<file path="config.mk">
export PLATFORM = sky130hd
export DESIGN_NAME = cfg_alu
export DESIGN_NICKNAME = d
export VERILOG_FILES = /design/src/rtl/cfg_alu_pkg.sv /design/src/rtl/cfg_alu_cond.sv /design/src/rtl/cfg_alu_core.sv /design/src/rtl/cfg_alu_flags.sv /design/src/rtl/cfg_alu.sv
export SDC_FILE = /design/constraint.sdc
export NUM_CORES = 1
export LEC_CHECK = 0
export ABC_AREA = 1
export BUFFER_PORTS_ARGS = -buffer_cell sky130_fd_sc_hd__buf_2
export CAP_MARGIN = 40
export CORE_UTILIZATION = 35
export DETAILED_ROUTE_END_ITERATION = 10
export PLACE_DENSITY = 0.57
export SLEW_MARGIN = 15
export SYNTH_ARGS = -nofsm -noshare
export SYNTH_HDL_FRONTEND = slang
export SYNTH_HIERARCHICAL = 1
export SYNTH_SLANG_ARGS = --single-unit
</file>
<file path="constraint.sdc">
create_clock -name vclk -period 2.3
set_input_delay 0.115 -clock vclk [all_inputs]
set_output_delay 0.115 -clock vclk [all_outputs]
set_load 0.02 [all_outputs]
</file>
<file path="src/rtl/cfg_alu_pkg.sv">
package cfg_alu_pkg;
  typedef struct packed {
    logic clr;
    logic inv;
  } path_ctl_t;
endpackage

</file>
<file path="src/rtl/cfg_alu_cond.sv">
module cfg_alu_cond
  import cfg_alu_pkg::*;
#(
  parameter int WIDTH = 16
) (
  input  logic [WIDTH-1:0] din,
  input  path_ctl_t        ctl,
  output logic [WIDTH-1:0] dout
);
  logic [WIDTH-1:0] cleared;

  always_comb begin
    cleared = ctl.clr ? '0 : din;
    dout    = ctl.inv ? ~cleared : cleared;
  end

  // for path A, R3 for path B: a cleared path yields zero or all ones
  always_comb begin
    if (ctl.clr && !ctl.inv)
      p_clear_path_r1: assert (dout == '0);
    if (ctl.clr && ctl.inv)
      p_clear_inv_path_r2: assert (&dout);
  end
endmodule

</file>
<file path="src/rtl/cfg_alu_core.sv">
module cfg_alu_core #(
  parameter int WIDTH = 16
) (
  input  logic [WIDTH-1:0] a,
  input  logic [WIDTH-1:0] b,
  input  logic             sel_sum,
  input  logic             inv_res,
  output logic [WIDTH-1:0] res
);
  logic [WIDTH-1:0] sum_v;
  logic [WIDTH-1:0] and_v;
  logic [WIDTH-1:0] pick;

  always_comb begin
    sum_v = a + b;
    and_v = a & b;
    pick  = sel_sum ? sum_v : and_v;
    res   = inv_res ? ~pick : pick;
  end

  // the AND result can never set a bit that is clear in either input
  always_comb begin
    if (!sel_sum && !inv_res)
      p_and_subset_r4: assert (((res & ~a) | (res & ~b)) == '0);
  end
endmodule

</file>
<file path="src/rtl/cfg_alu_flags.sv">
module cfg_alu_flags #(
  parameter int WIDTH = 16
) (
  input  logic [WIDTH-1:0] value,
  output logic             zero,
  output logic             neg
);
  localparam int MSB = WIDTH - 1;

  always_comb begin
    zero = ~|value;
    neg  = value[MSB];
  end

  // a zero value is never negative
  always_comb begin
    p_flag_excl_r7: assert (!(zero && neg));
  end
endmodule

</file>
<file path="src/rtl/cfg_alu.sv">
module cfg_alu
  import cfg_alu_pkg::*;
#(
  parameter int WIDTH = 16
) (
  input  logic [WIDTH-1:0] opnd_a,
  input  logic [WIDTH-1:0] opnd_b,
  input  logic             clr_a,
  input  logic             inv_a,
  input  logic             clr_b,
  input  logic             inv_b,
  input  logic             sel_sum,
  input  logic             inv_res,
  output logic [WIDTH-1:0] result,
  output logic             is_zero,
  output logic             is_neg
);
  localparam int NPATH = 2;

  path_ctl_t        ctl   [NPATH];
  logic [WIDTH-1:0] raw   [NPATH];
  logic [WIDTH-1:0] cond  [NPATH];

  assign ctl[0] = '{clr: clr_a, inv: inv_a};
  assign ctl[1] = '{clr: clr_b, inv: inv_b};
  assign raw[0] = opnd_a;
  assign raw[1] = opnd_b;

  for (genvar p = 0; p < NPATH; p++) begin : g_path
    cfg_alu_cond #(.WIDTH(WIDTH)) i_cond (
      .din  (raw[p]),
      .ctl  (ctl[p]),
      .dout (cond[p])
    );
  end

  cfg_alu_core #(.WIDTH(WIDTH)) i_core (
    .a       (cond[0]),
    .b       (cond[1]),
    .sel_sum (sel_sum),
    .inv_res (inv_res),
    .res     (result)
  );

  cfg_alu_flags #(.WIDTH(WIDTH)) i_flags (
    .value (result),
    .zero  (is_zero),
    .neg   (is_neg)
  );

  always_comb begin
    if (clr_a && inv_a && clr_b && inv_b && sel_sum && inv_res)
      p_const_one_r8: assert (result == WIDTH'(1));
    if (clr_a && inv_a && clr_b && !inv_b && sel_sum && !inv_res)
      p_minus_one_r9: assert (&result);
    p_zero_flag_r6: assert (is_zero == (result == '0));
  end
endmodule

</file>
* After elaboration in Yosys (flattened, before gate mapping)
Index checks and enable logic that the tools add are counted.
** Operators by class
- Add/subtract/negate cells :: 1
- Multipliers :: 0
- Div/mod/pow operators :: 0
- Magnitude comparators :: 0
- Eq/ne operators :: 0
- Shift operators :: 0
- Multiplexer cells :: 6
- Bitwise operators :: 4
- Reduce and logical (&&, ||, !) cells :: 2
** Operators by type and width (number)
- $mux W16 :: 6
- $not A16 Y16 :: 3
- $add A16 B16 Y16 :: 1
- $and A16 B16 Y16 :: 1
- $reduce_or A16 Y1 :: 1
- $logic_not A1 Y1 :: 1
** Storage, ports and cells
- Register bits after elaboration :: 0
- Bits in latches :: 0
- Bits in writable memories :: 0
- ROM bits :: 0
- Input bits :: 38
- Output and inout port bits :: 18
- Logic and storage cells :: 13
- Memories kept :: 0

* Longest topological paths before layout
Gate-level depths: netlist (run 1).
- Depth in word-level cells :: 9
- Depth in mapped cells :: 23
- Depth with buffers taken out :: 22

* Cells and area by module
Netlist (run 1), hierarchy kept.
** Modules (own cells, without submodules)
- cfg_alu_core :: times used 1, cells an instance 277, area an instance 1387.6 um2, sequential area each 0.0 um2
- cfg_alu_cond :: times used 2, cells an instance 72, area an instance 399.1 um2, sequential area each 0.0 um2
- cfg_alu_flags :: times used 1, cells an instance 28, area an instance 111.4 um2, sequential area each 0.0 um2

* Least setup slack after synthesis (run 1)
No wires, ideal clock.
- Path type :: input-to-output
- From :: input port clr_a
- To :: output port is_zero
- Arrival :: 2.426 ns
- Data required time :: 2.185 ns
- Path slack :: -0.241 ns
- Stages :: 19
- Path buffers :: 1
- Cells stage by stage :: inv_2 buf_4 nand2_1 nand2_1 nand2_1 ha_1 fa_1 nand2_1 nand2_1 nand3_1 nand2_1 xor2_1 o211ai_1 nand2_1 inv_1 nand2_1 nor2_1 nand2_1 nor2_1
** RTL lines
- start, declared :: line cfg_alu.sv:8 : input logic clr_a,
- end, declared :: line cfg_alu.sv:15 : output logic is_zero,

==> results of run 1 <==
## power groups by stage
stage	sequential [mW]	clock (mW)	combinational (mW)
final	0	0	1.30
after global routing	0	0	1.44
after CTS	0	0	1.15
after detailed placement	0	0	1.03
after global placement	0	0	1.02
after floorplan	0	0	0.656
## worst paths after layout
check / depth (start not counted) / end / slack (ns)
worst min-delay path: 4 / result[9] / 0.76
worst max-delay path: 24 / is_zero / -0.18
## per-stage QoR
| step | TNS [ns] | instances | power (mW) | util, % |
|---|---|---|---|---|
| 6_report | -0.177 | 636 | 1.30 | 57.8 |
| 5_1_grt | -0.868 | 636 | 1.44 | 57.8 |
| 4_1_cts | -0.267 | 631 | 1.15 | 52.6 |
| 3_5_place_dp | -1.05 | 625 | 1.03 | 47.6 |
| 3_3_place_gp | -0.841 | 625 | 1.02 | 47.6 |
| 2_1_floorplan | 0 | 449 | 0.656 | - |
## tightest hold or removal path: cells and delay by family
kind | cells | cell delay (ns)
buf+inv | 2 | 0.37
simple gates | 2 | 0.16
## cell usage after synthesis, drive strengths merged
master,count,area share [%]
nor3,1,0.22
nor2,21,3.6
xor2,9,3.4
o21ai,5,1.1
o211ai,3,0.98
inv,55,9.6
or2,4,1.1
and2,3,0.82
nand3,74,20
ha,16,8.7
nand2,225,37
o22ai,1,0.27
fa,1,0.87
buf,18,8.2
a21oi,9,2.0
xnor2,1,0.38
clkbuf,3,0.98
## routing by layer
metal  up-vias  wire [um]  part of all wire [%]
li1       1611          -                     -
met1      1348       3500                    48
met2        53       3570                    49
met3         0        249                   3.4
met4         0          0                     0
met5         -          0                     0
## what timing repair did
item | 4_1_cts | 5_1_grt
buffers inserted | 6 | 5
resized for setup | 60 | 66
setup endpoints to repair | 11 | 14
pin swaps | 16 | 27
gates cloned | 1 | 1
## cell type report
cell class	instances	area, um^2	area share, %
inverter	55	241	6.58
multi-input combinational	373	2320	63.3
timing repair buffer	131	1010	27.5
tap	77	96.3	2.62
## cells by family (layout without fill, tap and decap cells)
kind of cell	after synthesis	count (layout)	synth area share, %
AND/OR/NAND/NOR	328	328	63.5
buffers and inverters	76	186	18.8
AO/OA/AOI/OAI	18	18	4.30
adder cells (fa/ha/maj)	17	17	9.59
XOR/XNOR	10	10	3.81
==> metrics.txt, run 1 <==
largest net degree at the start of global routing 26; Tcrit/Tclk final 108%; initial antenna violation count 0; max cap viols 0; area grow syn2layout 59.8%; post-synthesis instance total 449; grt peak-use layer met2; first-pass GRT wire length 12.4 mm; first-pass iteration count of the detailed router 5; worst hold start inv_res; pre-CTS setup slack -0.411 ns; WL/cell 11.5 um; Crit Path Max Fanout 8; status finished, violations left; Seq cells 0; combinational group share of total power 100.0%; crit path kind in2out; internal power 611 uW; initial core utilization 36.2%; commonest non-fill, non-tap cell in the layout nand2_1; synthesized area 2300 um^2; Peak VDD IR 0.000180 V; Clock buffer cells 0; Final Wtd Congestion 0.862; required time worst endpoint 2.18 ns; grt met2 use 37.3%; Core Region 6350 um^2; PwrDens 355 nW/um^2; Netlist cell types 28; max-slew violations 0; hold buffers post-CTS 0; RSZ-0062 raised after global routing true; met1 Resource Use GR 29.5%; Register Area 0 um^2; Post-DP HPWL 5.50 mm; Leak 2.04 nW; critical path's slowest cell fa_2; Die Width 83.0 um; GRT Total Usage 20.8%; fillers 606; Avg Cell Area, Syn 5.12 um^2; GRT Residual Overflow 0; clock power share 0%; Initial DRC Count 98; worst setup path startpoint clr_a; DR DRC count 0; share of layout cells above drive strength 1 45.3%; Critical Path End Type primary output; vias in the first global route 2784; Syn Nets 504; antenna-violating nets left 0; worst hold margin 0.765 ns; worst-margin pin slew 0.659 ns; most common cell type on the critical path nand2_2; # rows 29; commonest cells after routing, fill and taps aside 177 x nand2_1, 73 x buf_4, 50 x inv_1; crit-path cells buf_8 -> clkinv_8 -> buf_6 -> nand3_2 -> nand2_2 -> ha_4 -> fa_2 -> nand3_2 -> nand3_2 -> nand2_2 -> nand2_2 -> buf_4 -> nand2_4 -> nand2_4 -> nand2_2 -> nand3_2 -> nand3_2 -> nand2_2 -> inv_2 -> nand2_2 -> nor2_4 -> nand2_2 -> nor2_4 -> buf_6; area post-placement 3030 um^2; violated checks setup timing; FMAX 404 MHz; diode count 0; met3 Use GR 0.398%; net load switching power 694 uW; sw frac 53.2%; Buf/Inv on CP 6; YS warnings 6; Final Instance Area 3670 um^2; CP max stage delay 0.37 ns; Nets 616; final setup margin -0.177 ns; final wirelength 7.32 mm; setup violators final 1; via count 3012; sequential area share after synthesis 0%; Tmin final 2.48 ns; DIE AREA 6890 um^2; Rel. slew slack 56.0%; IO Count 56; port bufs 56; DR vias/cell 4.74; CP arrival 2.36 ns; sequential share of power 0%; Worst setup SP type input pin; Die H 83.0 um; Hold WC Path Type in2out; Hold Fails Final Rpt 0; crit-path leading delay family simple AND/OR/NAND/NOR gates
Power figures use the tool's default switching activity.
==> run 2, diff against run 1 <==
--- a/config.mk
+++ b/config.mk
@@ -10,7 +10,8 @@
 export CAP_MARGIN = 40
 export CORE_UTILIZATION = 35
 export DETAILED_ROUTE_END_ITERATION = 10
-export PLACE_DENSITY = 0.57
+export PLACE_DENSITY = 0.55
+export SETUP_SLACK_MARGIN = 0.15
 export SLEW_MARGIN = 15
 export SYNTH_ARGS = -nofsm -noshare
 export SYNTH_HDL_FRONTEND = slang
==> constraint.sdc (replaced) <==
create_clock -name vclk -period 3.2
set_input_delay 0.16 -clock vclk [all_inputs]
set_output_delay 0.16 -clock vclk [all_outputs]
set_load 0.02 [all_outputs]
==> run 2 against run 1 <==
The flow now finishes without violations. Core utilization decreased by 18 points. Via count decreased by 12%. Critical path depth decreased by 1. First-iteration DRC count increased by 42%. Cell count decreased by 11%. Wire length decreased by 16%. Critical path type unchanged.
==> metrics.txt, run 2 (synthesized netlist as in run 1, its figures left out) <==
Worst setup SP type input pin; crit path kind in2out; IO Count 56 (unchanged); largest net degree at the start of global routing 32 (+23%); share of layout cells above drive strength 1 19.3% (-26 points); worst hold start inv_res; final wirelength 6.14 mm (-16%); commonest cells after routing, fill and taps aside 221 x nand2_1, 54 x nand3_1, 54 x buf_2; WL/cell 10.9 um (-5.6%); max cap viols 0 (unchanged); commonest non-fill, non-tap cell in the layout nand2_1; initial core utilization 36.2% (unchanged); CP max stage delay 0.42 ns (+0.05 ns); Critical Path End Type primary output; Hold Fails Final Rpt 0 (unchanged); Nets 545 (-12%); DR DRC count 0 (unchanged); diode count 0 (unchanged); vias in the first global route 2278 (-18%); Fin Setup TNS 0 ns (+0.177 ns); area grow syn2layout 9.75%; via count 2646 (-12%); FMAX 361 MHz; Seq cells 0 (unchanged); setup violators final 0 (-1); Crit Path Max Fanout 28 (+20); GRT Total Usage 17.7% (-3.1 points); Register Area 0 um^2 (unchanged); required time worst endpoint 3.04 ns (+0.86 ns); RSZ-0062 raised after global routing false; Tmin final 2.77 ns; setup repair bufs after CTS 0 (-6); Core Region 6350 um^2 (unchanged); antenna-violating nets left 0 (unchanged); area occupied by multi-input gates 1860 um^2 (-20%); worst setup path startpoint clr_a; DIE AREA 6890 um^2 (unchanged); hold path cells 4 (unchanged); critical path's slowest cell fa_1; Clock buffer cells 0 (unchanged); Final Wtd Congestion 0.927 (+7.6%); DR vias/cell 4.68 (-1.1%); total power 601 uW (-54%); CP arrival 2.61 ns (+0.25 ns); PwrDens 238 nW/um^2 (-33%); Die H 83.0 um (unchanged); Tcrit/Tclk final 86.6%; first-pass GRT wire length 10.5 mm (-15%); most common cell type on the critical path nand2_1; Rel. slew slack 62.4% (+6.4 points); fillers 726 (+20%); max-slew violations 0 (unchanged); Leak 1.59 nW (-22%); crit-path cells buf_2 -> inv_8 -> nand2_1 -> nand2_1 -> nand2_1 -> ha_1 -> fa_1 -> nand2_1 -> nand2_1 -> nand3_1 -> nand2_1 -> nand2_1 -> nand2_1 -> nand2_1 -> nand3_1 -> nand3_1 -> nand2_1 -> inv_1 -> nand2_1 -> nor2_1 -> nand2_1 -> nor2_1 -> buf_2; Hold WC Path Type in2out; first-pass iteration count of the detailed router 4 (-1); Peak VDD IR 0.000110 V (-39%); GRT Residual Overflow 0 (unchanged); status finished, final reports clean; port bufs 56 (unchanged); Initial DRC Count 139 (+42%); Die Width 83.0 um (unchanged); Post-DP HPWL 5.17 mm (-6.0%); # rows 29 (unchanged); worst-margin pin slew 0.563 ns (-0.0956 ns); initial antenna violation count 0 (unchanged)
run 2: critical path: cells and delay by family:
| kind | cells | cell delay, ns |
|---|---|---|
| simple gates | 17 | 1.30 |
| buf+inv | 4 | 0.49 |
| fa+ha+maj | 2 | 0.65 |
run 2: layout make-up:
class	instances	area share (%)
Inverter	55	9.58
Timing Repair Buffer	60	12.7
Tap cell	77	3.82
Multi-Input combinational cell	373	73.9
run 2: path summary, 6_finish.rpt:
check | to | slack [ns]
max | is_zero | 0.43
min | result[5] | 0.85
run 2: stage by stage:
step / utilization [%] / setup slack, ns / hold slack [ns] / cell area (um^2) / std cells
after floorplan: - / 0.569 / 0.642 / 2300 / 449
after global placement: 39.3 / 0.176 / 0.849 / 2490 / 565
after detailed placement: 39.3 / 0.153 / 0.852 / 2490 / 565
after CTS: 39.3 / 0.151 / 0.853 / 2490 / 565
after global routing: 39.7 / 0.152 / 0.866 / 2520 / 565
final: 39.7 / 0.430 / 0.853 / 2520 / 565
run 2: report_power, final:
| group | switching (mW) | internal [mW] |
|---|---|---|
| Combinational | 0.391 | 0.210 |
| Clock | 0 | 0 |
| Sequential | 0 | 0 |
| Total | 0.391 | 0.210 |
run 2: per-layer routing:
metal | wire [um] | part of all wire [%] | track usage [%]
met4 | 0 | 0 | 0
met2 | 2620 | 43 | 29.2
met3 | 136 | 2.2 | 0.398
met1 | 3380 | 55 | 27.2
met5 | 0 | 0 | 0
run 2: repair_timing:
action	in CTS	in global routing
hold buffers	0	0
gates resized for setup	0	13
setup endpoints to repair	0	1
